===== src/rtl/dwr_pkg.sv =====
package dwr_pkg;
  typedef enum logic [2:0] {
    S_IDLE, S_RDST, S_WTST, S_RDPTR, S_WTPTR, S_SERVE, S_WB
  } eng_state_t;

  // status field bit positions (status = descriptor word0[31:16])
  localparam int ST_OWN  = 15;
  localparam int ST_WRAP = 13;
  localparam int ST_LAST = 11;
  localparam int ST_CRC  = 10;
  localparam int ST_ERR  = 0;

  localparam int FCS_BYTES   = 4;
  localparam int DESC_STRIDE = 8;
  localparam int PTR_OFFSET  = 4;
  localparam int ACT_BIT     = 24;
endpackage


===== src/rtl/dwr_act_decode.sv =====
module dwr_act_decode #(
  parameter int DW = 32,
  parameter int NENG = 2
) (
  input  logic            enable,
  input  logic            act_we,
  input  logic [NENG-1:0] act_target,
  input  logic [DW-1:0]   act_data,
  output logic [NENG-1:0] act_hit
);
  import dwr_pkg::*;
  logic start;
  assign start = enable && act_we && act_data[ACT_BIT];

  for (genvar g = 0; g < NENG; g++) begin : g_hit
    assign act_hit[g] = start && act_target[g];
  end
endmodule


===== src/rtl/dwr_ring_engine.sv =====
module dwr_ring_engine #(
  parameter int AW = 32,
  parameter int DW = 32,
  parameter int LW = 16,
  parameter bit IS_RX = 1'b1
) (
  input  logic          clk,
  input  logic          rst_n,
  input  logic          enable,
  input  logic [AW-1:0] base,
  input  logic          act,
  input  logic          gnt,
  input  logic [DW-1:0] rdata,
  output logic          req,
  output logic          we,
  output logic [AW-1:0] addr,
  output logic [DW-1:0] wdata,
  output logic          active,
  output logic          valid,
  output logic [AW-1:0] buf_ptr,
  output logic [LW-1:0] desc_len,
  output logic          desc_last,
  output logic          desc_crc,
  input  logic          done,
  input  logic [LW-1:0] done_len,
  input  logic          done_last,
  input  logic          done_err
);
  import dwr_pkg::*;
  localparam int SW = DW - LW;

  eng_state_t    state_q, state_d;
  logic [AW-1:0] cur_q, cur_d;
  logic [SW-1:0] st_q, st_d;
  logic [LW-1:0] len_q, len_d;
  logic [AW-1:0] ptr_q, ptr_d;
  logic          poke_q, poke_d;
  logic [LW-1:0] lat_len_q, lat_len_d;
  logic          lat_last_q, lat_last_d;
  logic          lat_err_q, lat_err_d;

  logic [AW-1:0] base_al;
  logic [SW-1:0] st_wb;
  logic [LW-1:0] len_wb;

  assign base_al = {base[AW-1:4], 4'b0000};

  // writeback word: receive closes with MAC results, transmit only drops ready
  always_comb begin
    if (IS_RX) begin
      st_wb = st_q;
      st_wb[ST_OWN]  = 1'b0;
      st_wb[ST_LAST] = lat_last_q;
      st_wb[ST_ERR]  = lat_err_q;
      len_wb = lat_last_q ? lat_len_q + LW'(FCS_BYTES) : lat_len_q;
    end else begin
      st_wb = st_q;
      st_wb[ST_OWN] = 1'b0;
      len_wb = len_q;
    end
  end

  always_comb begin
    state_d    = state_q;
    cur_d      = cur_q;
    st_d       = st_q;
    len_d      = len_q;
    ptr_d      = ptr_q;
    lat_len_d  = lat_len_q;
    lat_last_d = lat_last_q;
    lat_err_d  = lat_err_q;
    poke_d     = act ? 1'b1 : ((state_q == S_RDST && gnt) ? 1'b0 : poke_q);
    req   = 1'b0;
    we    = 1'b0;
    addr  = cur_q;
    wdata = {st_wb, len_wb};
    if (!enable) begin
      state_d = S_IDLE;
      cur_d   = base_al;
      poke_d  = 1'b0;
    end else begin
      unique case (state_q)
        S_IDLE: if (act || poke_q) state_d = S_RDST;
        S_RDST: begin
          req = 1'b1;
          if (gnt) state_d = S_WTST;
        end
        S_WTST: begin
          st_d  = rdata[DW-1:LW];
          len_d = rdata[LW-1:0];
          if (rdata[LW + ST_OWN])      state_d = S_RDPTR;
          else if (poke_q || act)      state_d = S_RDST;
          else                         state_d = S_IDLE;
        end
        S_RDPTR: begin
          req  = 1'b1;
          addr = cur_q + AW'(PTR_OFFSET);
          if (gnt) state_d = S_WTPTR;
        end
        S_WTPTR: begin
          ptr_d   = rdata[AW-1:0];
          state_d = S_SERVE;
        end
        S_SERVE: if (done) begin
          lat_len_d  = done_len;
          lat_last_d = done_last;
          lat_err_d  = done_err;
          state_d    = S_WB;
        end
        S_WB: begin
          req = 1'b1;
          we  = 1'b1;
          if (gnt) begin
            cur_d   = st_q[ST_WRAP] ? base_al : cur_q + AW'(DESC_STRIDE);
            state_d = S_RDST;
          end
        end
        default: state_d = S_IDLE;
      endcase
    end
  end

  always_ff @(posedge clk or negedge rst_n) begin
    if (!rst_n) begin
      state_q    <= S_IDLE;
      cur_q      <= '0;
      st_q       <= '0;
      len_q      <= '0;
      ptr_q      <= '0;
      poke_q     <= 1'b0;
      lat_len_q  <= '0;
      lat_last_q <= 1'b0;
      lat_err_q  <= 1'b0;
    end else begin
      state_q    <= state_d;
      cur_q      <= cur_d;
      st_q       <= st_d;
      len_q      <= len_d;
      ptr_q      <= ptr_d;
      poke_q     <= poke_d;
      lat_len_q  <= lat_len_d;
      lat_last_q <= lat_last_d;
      lat_err_q  <= lat_err_d;
    end
  end

  assign active    = (state_q != S_IDLE);
  assign valid     = (state_q == S_SERVE);
  assign buf_ptr   = ptr_q;
  assign desc_len  = len_q;
  assign desc_last = st_q[ST_LAST];
  assign desc_crc  = st_q[ST_CRC];

  AST_HOLD_OFFER: assert property (@(posedge clk) disable iff (!rst_n)
    (valid && !done && enable) |=> (valid && $stable(buf_ptr)));
  AST_CLOSE_AFTER_DONE: assert property (@(posedge clk) disable iff (!rst_n)
    (valid && done && enable) |=> (req && we && addr == $past(cur_q)));
  AST_STOP_UNOWNED: assert property (@(posedge clk) disable iff (!rst_n)
    (state_q == S_WTST && enable && !rdata[LW + ST_OWN] && !poke_q && !act) |=> !active);
endmodule


===== src/rtl/dwr_arbiter.sv =====
module dwr_arbiter #(
  parameter int AW = 32,
  parameter int DW = 32
) (
  input  logic          rx_req,
  input  logic          rx_we,
  input  logic [AW-1:0] rx_addr,
  input  logic [DW-1:0] rx_wdata,
  input  logic          tx_req,
  input  logic          tx_we,
  input  logic [AW-1:0] tx_addr,
  input  logic [DW-1:0] tx_wdata,
  output logic          rx_gnt,
  output logic          tx_gnt,
  output logic          mem_req,
  output logic          mem_we,
  output logic [AW-1:0] mem_addr,
  output logic [DW-1:0] mem_wdata
);
  // fixed priority: receive first, it cannot be throttled at the wire
  assign rx_gnt    = rx_req;
  assign tx_gnt    = tx_req && !rx_req;
  assign mem_req   = rx_req || tx_req;
  assign mem_we    = rx_req ? rx_we    : tx_we;
  assign mem_addr  = rx_req ? rx_addr  : tx_addr;
  assign mem_wdata = rx_req ? rx_wdata : tx_wdata;
endmodule


===== src/rtl/dma_ring_walker.sv =====
module dma_ring_walker #(
  parameter int AW = 32,
  parameter int DW = 32,
  parameter int LW = 16
) (
  input  logic          clk,
  input  logic          rst_n,
  input  logic          enable,
  input  logic [AW-1:0] rx_base,
  input  logic [AW-1:0] tx_base,
  input  logic          act_we,
  input  logic [1:0]    act_target,
  input  logic [DW-1:0] act_data,
  output logic          mem_req,
  output logic          mem_we,
  output logic [AW-1:0] mem_addr,
  output logic [DW-1:0] mem_wdata,
  input  logic [DW-1:0] mem_rdata,
  output logic          rx_active,
  output logic          rx_valid,
  output logic [AW-1:0] rx_buf_ptr,
  input  logic          rx_done,
  input  logic [LW-1:0] rx_len,
  input  logic          rx_last,
  input  logic          rx_err,
  output logic          tx_active,
  output logic          tx_valid,
  output logic [AW-1:0] tx_buf_ptr,
  output logic [LW-1:0] tx_len,
  output logic          tx_last,
  output logic          tx_crc,
  input  logic          tx_done
);
  logic [1:0]    act_hit;
  logic          rx_req, rx_we, rx_gnt, tx_req, tx_we, tx_gnt;
  logic [AW-1:0] rx_addr, tx_addr;
  logic [DW-1:0] rx_wdata, tx_wdata;
  logic [LW-1:0] rx_dlen_nc;
  logic          rx_dlast_nc, rx_dcrc_nc;

  dwr_act_decode #(.DW(DW), .NENG(2)) i_act (
    .enable(enable), .act_we(act_we), .act_target(act_target),
    .act_data(act_data), .act_hit(act_hit)
  );

  dwr_ring_engine #(.AW(AW), .DW(DW), .LW(LW), .IS_RX(1'b1)) i_rx (
    .clk(clk), .rst_n(rst_n), .enable(enable), .base(rx_base), .act(act_hit[0]),
    .gnt(rx_gnt), .rdata(mem_rdata), .req(rx_req), .we(rx_we), .addr(rx_addr),
    .wdata(rx_wdata), .active(rx_active), .valid(rx_valid), .buf_ptr(rx_buf_ptr),
    .desc_len(rx_dlen_nc), .desc_last(rx_dlast_nc), .desc_crc(rx_dcrc_nc),
    .done(rx_done), .done_len(rx_len), .done_last(rx_last), .done_err(rx_err)
  );

  dwr_ring_engine #(.AW(AW), .DW(DW), .LW(LW), .IS_RX(1'b0)) i_tx (
    .clk(clk), .rst_n(rst_n), .enable(enable), .base(tx_base), .act(act_hit[1]),
    .gnt(tx_gnt), .rdata(mem_rdata), .req(tx_req), .we(tx_we), .addr(tx_addr),
    .wdata(tx_wdata), .active(tx_active), .valid(tx_valid), .buf_ptr(tx_buf_ptr),
    .desc_len(tx_len), .desc_last(tx_last), .desc_crc(tx_crc),
    .done(tx_done), .done_len('0), .done_last(1'b0), .done_err(1'b0)
  );

  dwr_arbiter #(.AW(AW), .DW(DW)) i_arb (
    .rx_req(rx_req), .rx_we(rx_we), .rx_addr(rx_addr), .rx_wdata(rx_wdata),
    .tx_req(tx_req), .tx_we(tx_we), .tx_addr(tx_addr), .tx_wdata(tx_wdata),
    .rx_gnt(rx_gnt), .tx_gnt(tx_gnt), .mem_req(mem_req), .mem_we(mem_we),
    .mem_addr(mem_addr), .mem_wdata(mem_wdata)
  );

  AST_RX_PRIORITY: assert property (@(posedge clk) disable iff (!rst_n)
    (rx_req && tx_req) |-> (mem_addr == rx_addr && mem_we == rx_we));
  AST_QUIET_WHEN_OFF: assert property (@(posedge clk) disable iff (!rst_n)
    !enable |=> !mem_req);
  AST_IDLE_NO_OFFER: assert property (@(posedge clk) disable iff (!rst_n)
    !rx_active |-> !rx_valid);
endmodule


===== config.mk =====
export PLATFORM = sky130hd
export DESIGN_NAME = dma_ring_walker
export DESIGN_NICKNAME = d
export VERILOG_FILES = /design/src/rtl/dwr_pkg.sv /design/src/rtl/dwr_act_decode.sv /design/src/rtl/dwr_ring_engine.sv /design/src/rtl/dwr_arbiter.sv /design/src/rtl/dma_ring_walker.sv
export SDC_FILE = /design/constraint.sdc
export NUM_CORES = 1
export LEC_CHECK = 0
export BUFFER_PORTS_ARGS = -buffer_cell sky130_fd_sc_hd__buf_4
export CAP_MARGIN = 15
export CELL_PAD_IN_SITES_DETAIL_PLACEMENT = 1
export CELL_PAD_IN_SITES_GLOBAL_PLACEMENT = 2
export CORE_AREA = 2 2 170 206
export CTS_BUF_LIST = sky130_fd_sc_hd__clkbuf_8
export CTS_CLUSTER_DIAMETER = 120
export CTS_CLUSTER_SIZE = 8
export DETAILED_ROUTE_END_ITERATION = 8
export DIE_AREA = 0 0 172 208
export GPL_TIMING_DRIVEN = 1
export PLACE_DENSITY = 0.88
export SYNTH_ARGS = -nofsm -noshare
export SYNTH_HDL_FRONTEND = slang
export SYNTH_HIERARCHICAL = 1
export SYNTH_SLANG_ARGS = --single-unit

===== constraint.sdc =====
create_clock -name clk -period 3.3 [get_ports clk]
set_input_delay 0.495 -clock clk [delete_from_list [all_inputs] [get_ports clk]]
set_output_delay 0.495 -clock clk [all_outputs]
set_load 0.05 [all_outputs]

Yosys cells after proc, flatten, opt, wreduce, memory -nomap -nowiden
Index checks and enable logic that the tools add are counted.
Word-level totals
  flip-flop bits (word level): 200
  input port bits: 154
  word-level logic and storage cells: 121
Operators by class
  $add $sub $neg: 5
  equality and inequality tests: 28
  muxes and demuxes: 48
  reductions and logical operators: 26
Operators with widths (number)
  32-bit two-way mux: 13
  32-bit by 3-bit adder with 32-bit output, second input constant: 2
  32-bit by 4-bit adder with 32-bit output, second input constant: 2
  3-bit two-way mux: 14
  3-bit one-hot mux with 7 select lines: 2
  31-bit two-way mux: 1
  3-bit by 2-bit != test with 1-bit output, second input constant: 10
  3-bit == test, second input constant: 6
  1-bit two-way mux: 17
  16-bit by 3-bit adder with 16-bit output, second input constant: 1
  16-bit two-way mux: 1
  3-bit by 2-bit == test with 1-bit output, second input constant: 4
  2-bit AND reduction: 6
  5-bit AND reduction: 2
  2-bit by 1-bit != test with 1-bit output, second input constant: 4
  1-bit logical AND: 7
  3-bit by 1-bit == test with 1-bit output, second input constant: 2
  3-bit logical NOT: 2
  3-bit by 1-bit != test with 1-bit output, second input constant: 2
  3-bit nonzero test: 2
  3-bit OR reduction: 2
  1-bit logical OR: 3
  3-bit AND reduction: 1
  1-bit logical NOT: 1

Depth between registers and ports, before layout
Gate-level depths: netlist of run 1.
  word-level depth: 10
  mapped depth: 14

Modules after synthesis
The synthesis of run 1 kept the hierarchy.
By module, submodules not included
  dwr_ring_engine at i_rx: times used 1, cells each 511, area an instance 5645.4 um^2
  dwr_ring_engine at i_tx: times used 1, cells each 449, area an instance 4795.8 um^2
  dwr_arbiter: times used 1, cells each 75, area an instance 913.4 um^2
  dwr_act_decode: times used 1, cells each 2, area an instance 17.5 um^2
  dma_ring_walker: times used 1, cells each 1, area an instance 3.8 um^2

Worst setup path after synthesis of run 1
Ideal clock, no wire load.
  kind: register to register
  start: reg i_rx.state_q[2]
  end: reg i_tx.cur_q[22]
  library setup time: 0.135 ns
  data arrival time: 2.678 ns
  path slack: 0.487 ns
  stages on the path, launching flop included: 14
  path buffers: 4
  path through: dfrtp_1 clkbuf_1 nor2_1 o21ai_0 inv_1 buf_4 buf_6 nor2b_1 nand4b_1 and2_1 buf_2 or3_1 o21ai_0 a21oi_1
Between the ends
  cells in the longest elaborated chain, start to end: 8
Ends and longest elaborated chain
  start: declaration: RTL line dwr_ring_engine.sv:32  | eng_state_t state_q, state_d;
  start signal: assignment: RTL line dwr_ring_engine.sv:135  | state_q <= state_d;
  3-bit by 2-bit == test with 1-bit output (tied with other cells): RTL line dwr_ring_engine.sv:82  | unique case (state_q)
  3-bit OR reduction (no source line) (*)
  1-bit two-way mux (*): RTL line dwr_ring_engine.sv:82
  1-bit two-way mux (*): RTL line dwr_ring_engine.sv:77  | if (!enable) begin
  net rx_req: RTL line dma_ring_walker.sv:35  | logic rx_req, rx_we, rx_gnt, tx_req, tx_we, tx_gnt;
  1-bit logical NOT (*): RTL line dwr_arbiter.sv:22  | assign tx_gnt = tx_req && !rx_req;
  1-bit logical AND (*): RTL line dwr_arbiter.sv:22
  net tx_gnt: RTL line dma_ring_walker.sv:35
  2-bit by 1-bit != test with 1-bit output (no source line) (*)
  2-bit AND reduction (no source line) (*)
  end signal: assignment: RTL line dwr_ring_engine.sv:136  | cur_q <= cur_d;
  end: declaration: RTL line dwr_ring_engine.sv:33  | logic [AW-1:0] cur_q, cur_d;
Mark *: on every way through the listed nets, which the timed path passes. The rest lies on a longest branch.
A chain may end at the register's enable or synchronous reset.

Worst setup path after layout of run 1
  start: reg i_rx.state_q[0]
  end: out mem_addr[2]
Between the ends
  cells in the longest elaborated chain, start to end: 5
Ends and longest elaborated chain
  3-bit by 2-bit == test with 1-bit output (tied with other cells): RTL line dwr_ring_engine.sv:82
  3-bit OR reduction (no source line) (*)
  1-bit two-way mux (*): RTL line dwr_ring_engine.sv:82
  1-bit two-way mux (*): RTL line dwr_ring_engine.sv:77
  net rx_req: RTL line dma_ring_walker.sv:35
  32-bit two-way mux (*): RTL line dwr_arbiter.sv:25  | assign mem_addr = rx_req ? rx_addr : tx_addr;
  end: declaration: RTL line dma_ring_walker.sv:16  | output logic [AW-1:0] mem_addr,
Marked as above.

==> flow_summary_export.csv, run 1 <==
group,metric,value,unit
status,status,"finished, violations left",
status,violations,"hold timing",
setup_path,setup.worst_path.start,"i_rx/state_q[0]",
run,max_cap_viol_count,0,
placement,gp_congestion,0.803,
clocking,cts_max_level,4,
detailed_routing,avgViaCountPerCell,5.16,
timing,fin_tns_setup,0,ns
die,dieArea,35800,sq um
timing,maxSlewViolCount,0,
clocking,clockBufferDepth,2,
power,powerDensity,416,nW/um^2
detailed_routing,drc,0,
clocking,tritoncts,"yes",
placement,port-buffer-count,263,
final_layout,final_nets,1324,
timing,fin_skew,0.0239,ns
clocking,post_cts_buffers,0,
timing,setup_viol,0,
power,ir_drop,0.000242,V
synthesis,synth_area_per_cell,10.7,sq um
detailed_routing,drtAntennaViolNets,0,
timing,slew-limit-headroom,44.6,%
clocking,root_buffer,"clkbuf_8",
min_path,hold_path_class,"in -> async",
power,power.leakage,6.32,nW
grt,groute.usage.overall,19.6,%
final_layout,syn_to_final_growth,23.0,%
grt,grt_max_degree,94,
detailed_routing,drtIter0Drc,486,
clocking,cts_resized,3,
final_layout,seqCellArea,4810,sq um
die,rows,74,
synthesis,syn_area,10800,sq um
setup_path,reg2reg_slack,0.44,ns
final_layout,n_fill_cell,3805,
timing,period_share,93.9,%
setup_path,end_kind,"primary output",
grt,gr-total-overflow,0,
setup_path,worstSetupPathType,"reg -> out",
timing,timing.hold.ws,-0.00664,ns
clocking,clk_pin_slew,0.12,ns
setup_path,timing.rr.end,"i_tx/cur_q[30]",
detailed_routing,wl_per_cell,21.2,microns
setup_path,reg2reg_from,"i_rx/state_q[0]",
timing,worst_slack,0.200,ns
die,die_y,208,microns
setup_path,start_kind,"register",
die,io_pins,306,
setup_path,cp.arrival,2.61,ns
timing,rsz0062_at_grt,"no",
setup_path,crit_end,"mem_addr[2]",
die,coreArea,33700,sq um
final_layout,num_antenna_cells,0,
timing,hold_viol,1,
grt,antenna_found_initial,0,
detailed_routing,dr.pass1.iters,5,
setup_path,worst_ep_required_time,2.80,ns
die,start_util,31.9,%
grt,grt_pass1_wl,54100,microns
setup_path,critPathMaxFanout,19,
power,finalPower,5.51,mW
synthesis,synth_cells,1003,
detailed_routing,vias,8448,
clocking,cts_made_buffers,17,
grt,first_global_vias,9229,
timing,tightest_slew,0.831,ns
clocking,clock_latency,0.52,ns
synthesis,yosys_warnings,6,
die,die_w,172,microns
placement,pre_cts_ws,0.220,ns
setup_path,reg2regPathDepth,11,
timing,max_freq,0.323,GHz
timing,finalCriticalPeriod,3.10,ns
clocking,cts.sinks,192,
clocking,holdBufCountCts,0,
final_layout,drive_gt1_share,46.8,%
detailed_routing,finalWirelength,34700,microns
placement,hpwl,25700,microns
final_layout,multi_input_area,5180,sq um
-- sequential cells by signal (all words and copies together) (netlist names), 3 cells and up --
register,flops
i_tx/state_q,3
i_rx/lat_len_q,16
i_rx/cur_q,29
i_tx/cur_q,29
i_tx/desc_len,16
i_rx/st_q,13
i_tx/buf_ptr,32
i_tx/st_q,15
i_rx/buf_ptr,32
i_rx/state_q,3
-- stage by stage --
step / area, sq um / instances / hold WS [ns] / util [%]
after floorplan: 10800 / 1007 / 0.199 / -
after global routing: 13200 / 1636 / 0.0355 / 39.3
after detailed placement: 12800 / 1604 / 0.495 / 38.0
after CTS: 13200 / 1636 / 0.0375 / 39.3
after global placement: 12800 / 1604 / 0.484 / 38.0
final: 13200 / 1636 / -0.00664 / 39.3
-- worst min-delay path by stage --
stage,endpoint,cells after the start,start,slack [ns]
6_report,i_rx/cur_q[11],1,rst_n,-0.007
5_1_grt,i_rx/cur_q[11],1,rst_n,0.04
4_1_cts,i_rx/cur_q[12],1,rst_n,0.04
3_5_place_dp,i_rx/lat_len_q[1],1,i_rx/lat_len_q[1],0.49
3_3_place_gp,i_rx/lat_len_q[0],1,i_rx/lat_len_q[0],0.48
2_1_floorplan,i_rx/buf_ptr[0],0,rst_n,0.20
-- cells in the final DEF (no fill, tap or decap), drive strengths merged, types with 9 or more instances in the layout --
| cell | instances |
|---|---|
| a21oi | 66 |
| a31oi | 9 |
| and3 | 21 |
| and4 | 10 |
| buf | 290 |
| clkbuf | 19 |
| dfrtp | 192 |
| inv | 13 |
| mux2 | 192 |
| nand2 | 69 |
| nand3 | 26 |
| nand4 | 19 |
| nor2 | 51 |
| nor2b | 9 |
| nor3 | 13 |
| o21ai | 29 |
| o22ai | 17 |
| or3 | 9 |
-- per-layer routing --
layer	GRT usage [%]	vias to the layer above	share of wire, %	wire length (microns)
li1	-	3852	-	-
met1	23.0	4288	39	13700
met5	0	-	0	0
met4	4.84	0	1.3	448
met3	6.62	26	8.5	2960
met2	34.3	282	51	17600
-- where the power goes --
| part | total, mW | switching, mW | internal [mW] |
|---|---|---|---|
| combinational | 1.17 | 0.723 | 0.443 |
| clock | 1.69 | 1.08 | 0.613 |
| sequential | 2.65 | 0.185 | 2.47 |
| total | 5.51 | 1.98 | 3.52 |
-- cell type report --
cell class | count | area share, %
Multi-Input combinational cell | 659 | 39.1
Clock buffer | 18 | 1.87
Tap cell | 456 | 4.31
Clock inverter | 14 | 1.37
Timing Repair Buffer | 291 | 16.8
Inverter | 6 | 0.189
Sequential cell | 192 | 36.3
-- worst max-delay path, stage by stage, from the launching register on --
cell,delay (ns)
dfrtp_2,0.49
inv_1,0.12
nor2_1,0.17
o21ai_1,0.17
inv_4,0.20
buf_4,0.34
mux2_2,0.40
buf_4,0.20
No activity file was read; power rests on OpenSTA's default activity.
==> inputs of run 2 (changes only) <==
Settings changed: CTS_BUF_LIST sky130_fd_sc_hd__clkbuf_8 to unset.
==> run 2 against run 1 <==
  * The run now ends clean
  * Die area unchanged
  * Wire length increased by 2.2%
  * Worst setup slack improved by 0.059 ns
  * Clock power increased by 30%
  * Critical path type unchanged
  * Utilization increased by 0.57 points
  * Highest routed layer unchanged
  * Critical endpoint unchanged
==> flow_summary_export.csv, run 2 (synthesis gave the netlist of run 1 again) <==
group,metric,value,unit
clocking,cts_max_level,4,
power,seqPwrFrac,44.1,%
power,power.leakage,6.41,nW
final_layout,syn_to_final_growth,24.8,%
grt,antenna_found_initial,0,
setup_path,cpPeakStageDelay,0.49,ns
die,dieArea,35800,sq um
timing,max_freq,0.329,GHz
timing,period_share,92.2,%
die,die_y,208,microns
die,rows,74,
setup_path,worst_path_most_repeated_cell,"buf_4",
run,max_cap_viol_count,0,
timing,finalCriticalPeriod,3.04,ns
power,p_clk_share,36.6,%
power,power_switching,2.06,mW
placement,port-buffer-count,263,
final_layout,num_antenna_cells,0,
die,io_pins,306,
final_layout,n_fill_cell,3782,
timing,rsz0062_at_grt,"no",
timing,tightest_slew,0.814,ns
detailed_routing,wl_per_cell,21.7,microns
placement,gp_congestion,0.803,
power,comb_power_share,19.4,%
die,die_w,172,microns
setup_path,cp_cell_sequence,"inv_1 -> nor2_1 -> o21ai_1 -> inv_4 -> buf_4 -> mux2_2 -> buf_4",
detailed_routing,avgViaCountPerCell,5.14,
setup_path,critPathMaxFanout,19,
final_layout,stdcell_area,13400,sq um
detailed_routing,finalWirelength,35400,microns
timing,fin_skew,0.0161,ns
final_layout,final_nets,1324,
detailed_routing,drtIter0Drc,501,
placement,placed_area,12800,sq um
grt,groute.usage.overall,20.0,%
placement,pre_cts_ws,0.220,ns
timing,slew-limit-headroom,45.7,%
detailed_routing,vias,8417,
grt,first_global_vias,9264,
setup_path,worstSetupPathType,"reg -> out",
final_layout,utilization,39.8,%
timing,maxSlewViolCount,0,
setup_path,cp.arrival,2.55,ns
placement,hpwl,25700,microns
power,finalPower,6.03,mW
final_layout,drive_gt1_share,46.8,%
clocking,cts_made_buffers,17,
final_layout,final_cell_mix,"buf_4, dfrtp_1, mux2_2, nand2_1, a21oi_1",
die,coreArea,33700,sq um
final_layout,multi_input_area,5180,sq um
setup_path,slowest_stage,"dfrtp_2",
clocking,clk_pin_slew,0.08,ns
clocking,root_buffer,"clkbuf_16",
timing,fin_tns_setup,0,ns
power,ir_drop,0.000281,V
power,powerDensity,449,nW/um^2
setup_path,start_kind,"register",
clocking,clockBufferDepth,2,
final_layout,final_common_cell,"buf_4",
detailed_routing,dr.pass1.iters,4,
setup_path,end_kind,"primary output",
timing,setup_viol,0,
grt,gr-total-overflow,0,
clocking,holdBufCountCts,0,
min_path,hold_path_class,"in -> async",
clocking,post_cts_buffers,0,
final_layout,seqCellArea,4810,sq um
power,switching_share,34.1,%
status,status,"completed",
clocking,cts.sinks,192,
die,start_util,31.9,%
grt,grt_max_degree,94,
clocking,tritoncts,"yes",
clocking,clock_latency,0.46,ns
timing,worst_slack,0.259,ns
grt,grt_pass1_wl,55000,microns
power,power.internal,3.97,mW
detailed_routing,drc,0,
setup_path,worst_ep_required_time,2.80,ns
detailed_routing,drtAntennaViolNets,0,
timing,hold_viol,0,
-- run 2: power groups by stage --
| stage | registers (mW) | logic [mW] | clock network, mW |
|---|---|---|---|
| after CTS | 2.66 | 1.18 | 2.27 |
| after global placement | 2.70 | 1.15 | 0 |
| after detailed placement | 2.70 | 1.17 | 0 |
| final | 2.66 | 1.17 | 2.20 |
| after global routing | 2.68 | 1.25 | 2.34 |
| after floorplan | 2.67 | 0.774 | 0 |
-- run 2: critical path, delay by kind of cell (launching register included) --
family          cells  cell delay (ns)
compound gates      1             0.17
buf+inv             4             0.86
flops               1             0.49
simple gates        1             0.17
mux                 1             0.40
-- run 2: cell type report --
cell class              count  area share, %
multi-input cells         659           38.6
flip-flops and latches    192           35.8
repair buffers            291           16.6
well taps                 456           4.25
clock buffers              18           3.27
clock inverters            14           1.35
inverters                   6          0.186
-- run 2: per-layer routing --
| layer | GRT usage [%] | share of wire [%] | up-vias |
|---|---|---|---|
| met3 | 6.64 | 8.1 | 18 |
| met4 | 4.46 | 0.98 | 0 |
| met1 | 23.5 | 40 | 4278 |
| met2 | 35.2 | 51 | 261 |
| li1 | - | - | 3860 |
| met5 | 0 | 0 | - |
-- run 2: path summary, 6_finish.rpt --
check / slack, ns / from / cells past startpoint / endpoint
worst max-delay path: 0.26 / i_rx/state_q[0] / 7 / mem_addr[2]
worst min-delay path: 0.08 / rst_n / 1 / i_rx/cur_q[12]
max in group asynchronous: 2.29 / rst_n / 2 / i_rx/lat_len_q[7]
worst max register to register: 0.45 / i_rx/state_q[0] / 11 / i_tx/cur_q[30]
min in group clk: 0.27 / rx_len[1] / 2 / i_rx/lat_len_q[1]
worst min register to register: 0.51 / i_rx/lat_len_q[1] / 1 / i_rx/lat_len_q[1]
-- run 2: through the flow --
step / hold slack [ns] / cells
after floorplan: 0.199 / 1007
after global placement: 0.484 / 1604
after detailed placement: 0.495 / 1604
after CTS: 0.124 / 1636
after global routing: 0.124 / 1636
final: 0.0788 / 1636
-- run 2: repair_timing --
action                     in CTS  in global routing
setup endpoints to repair      34                 16
gates resized for setup         3                  1
gates cloned                    0                  0
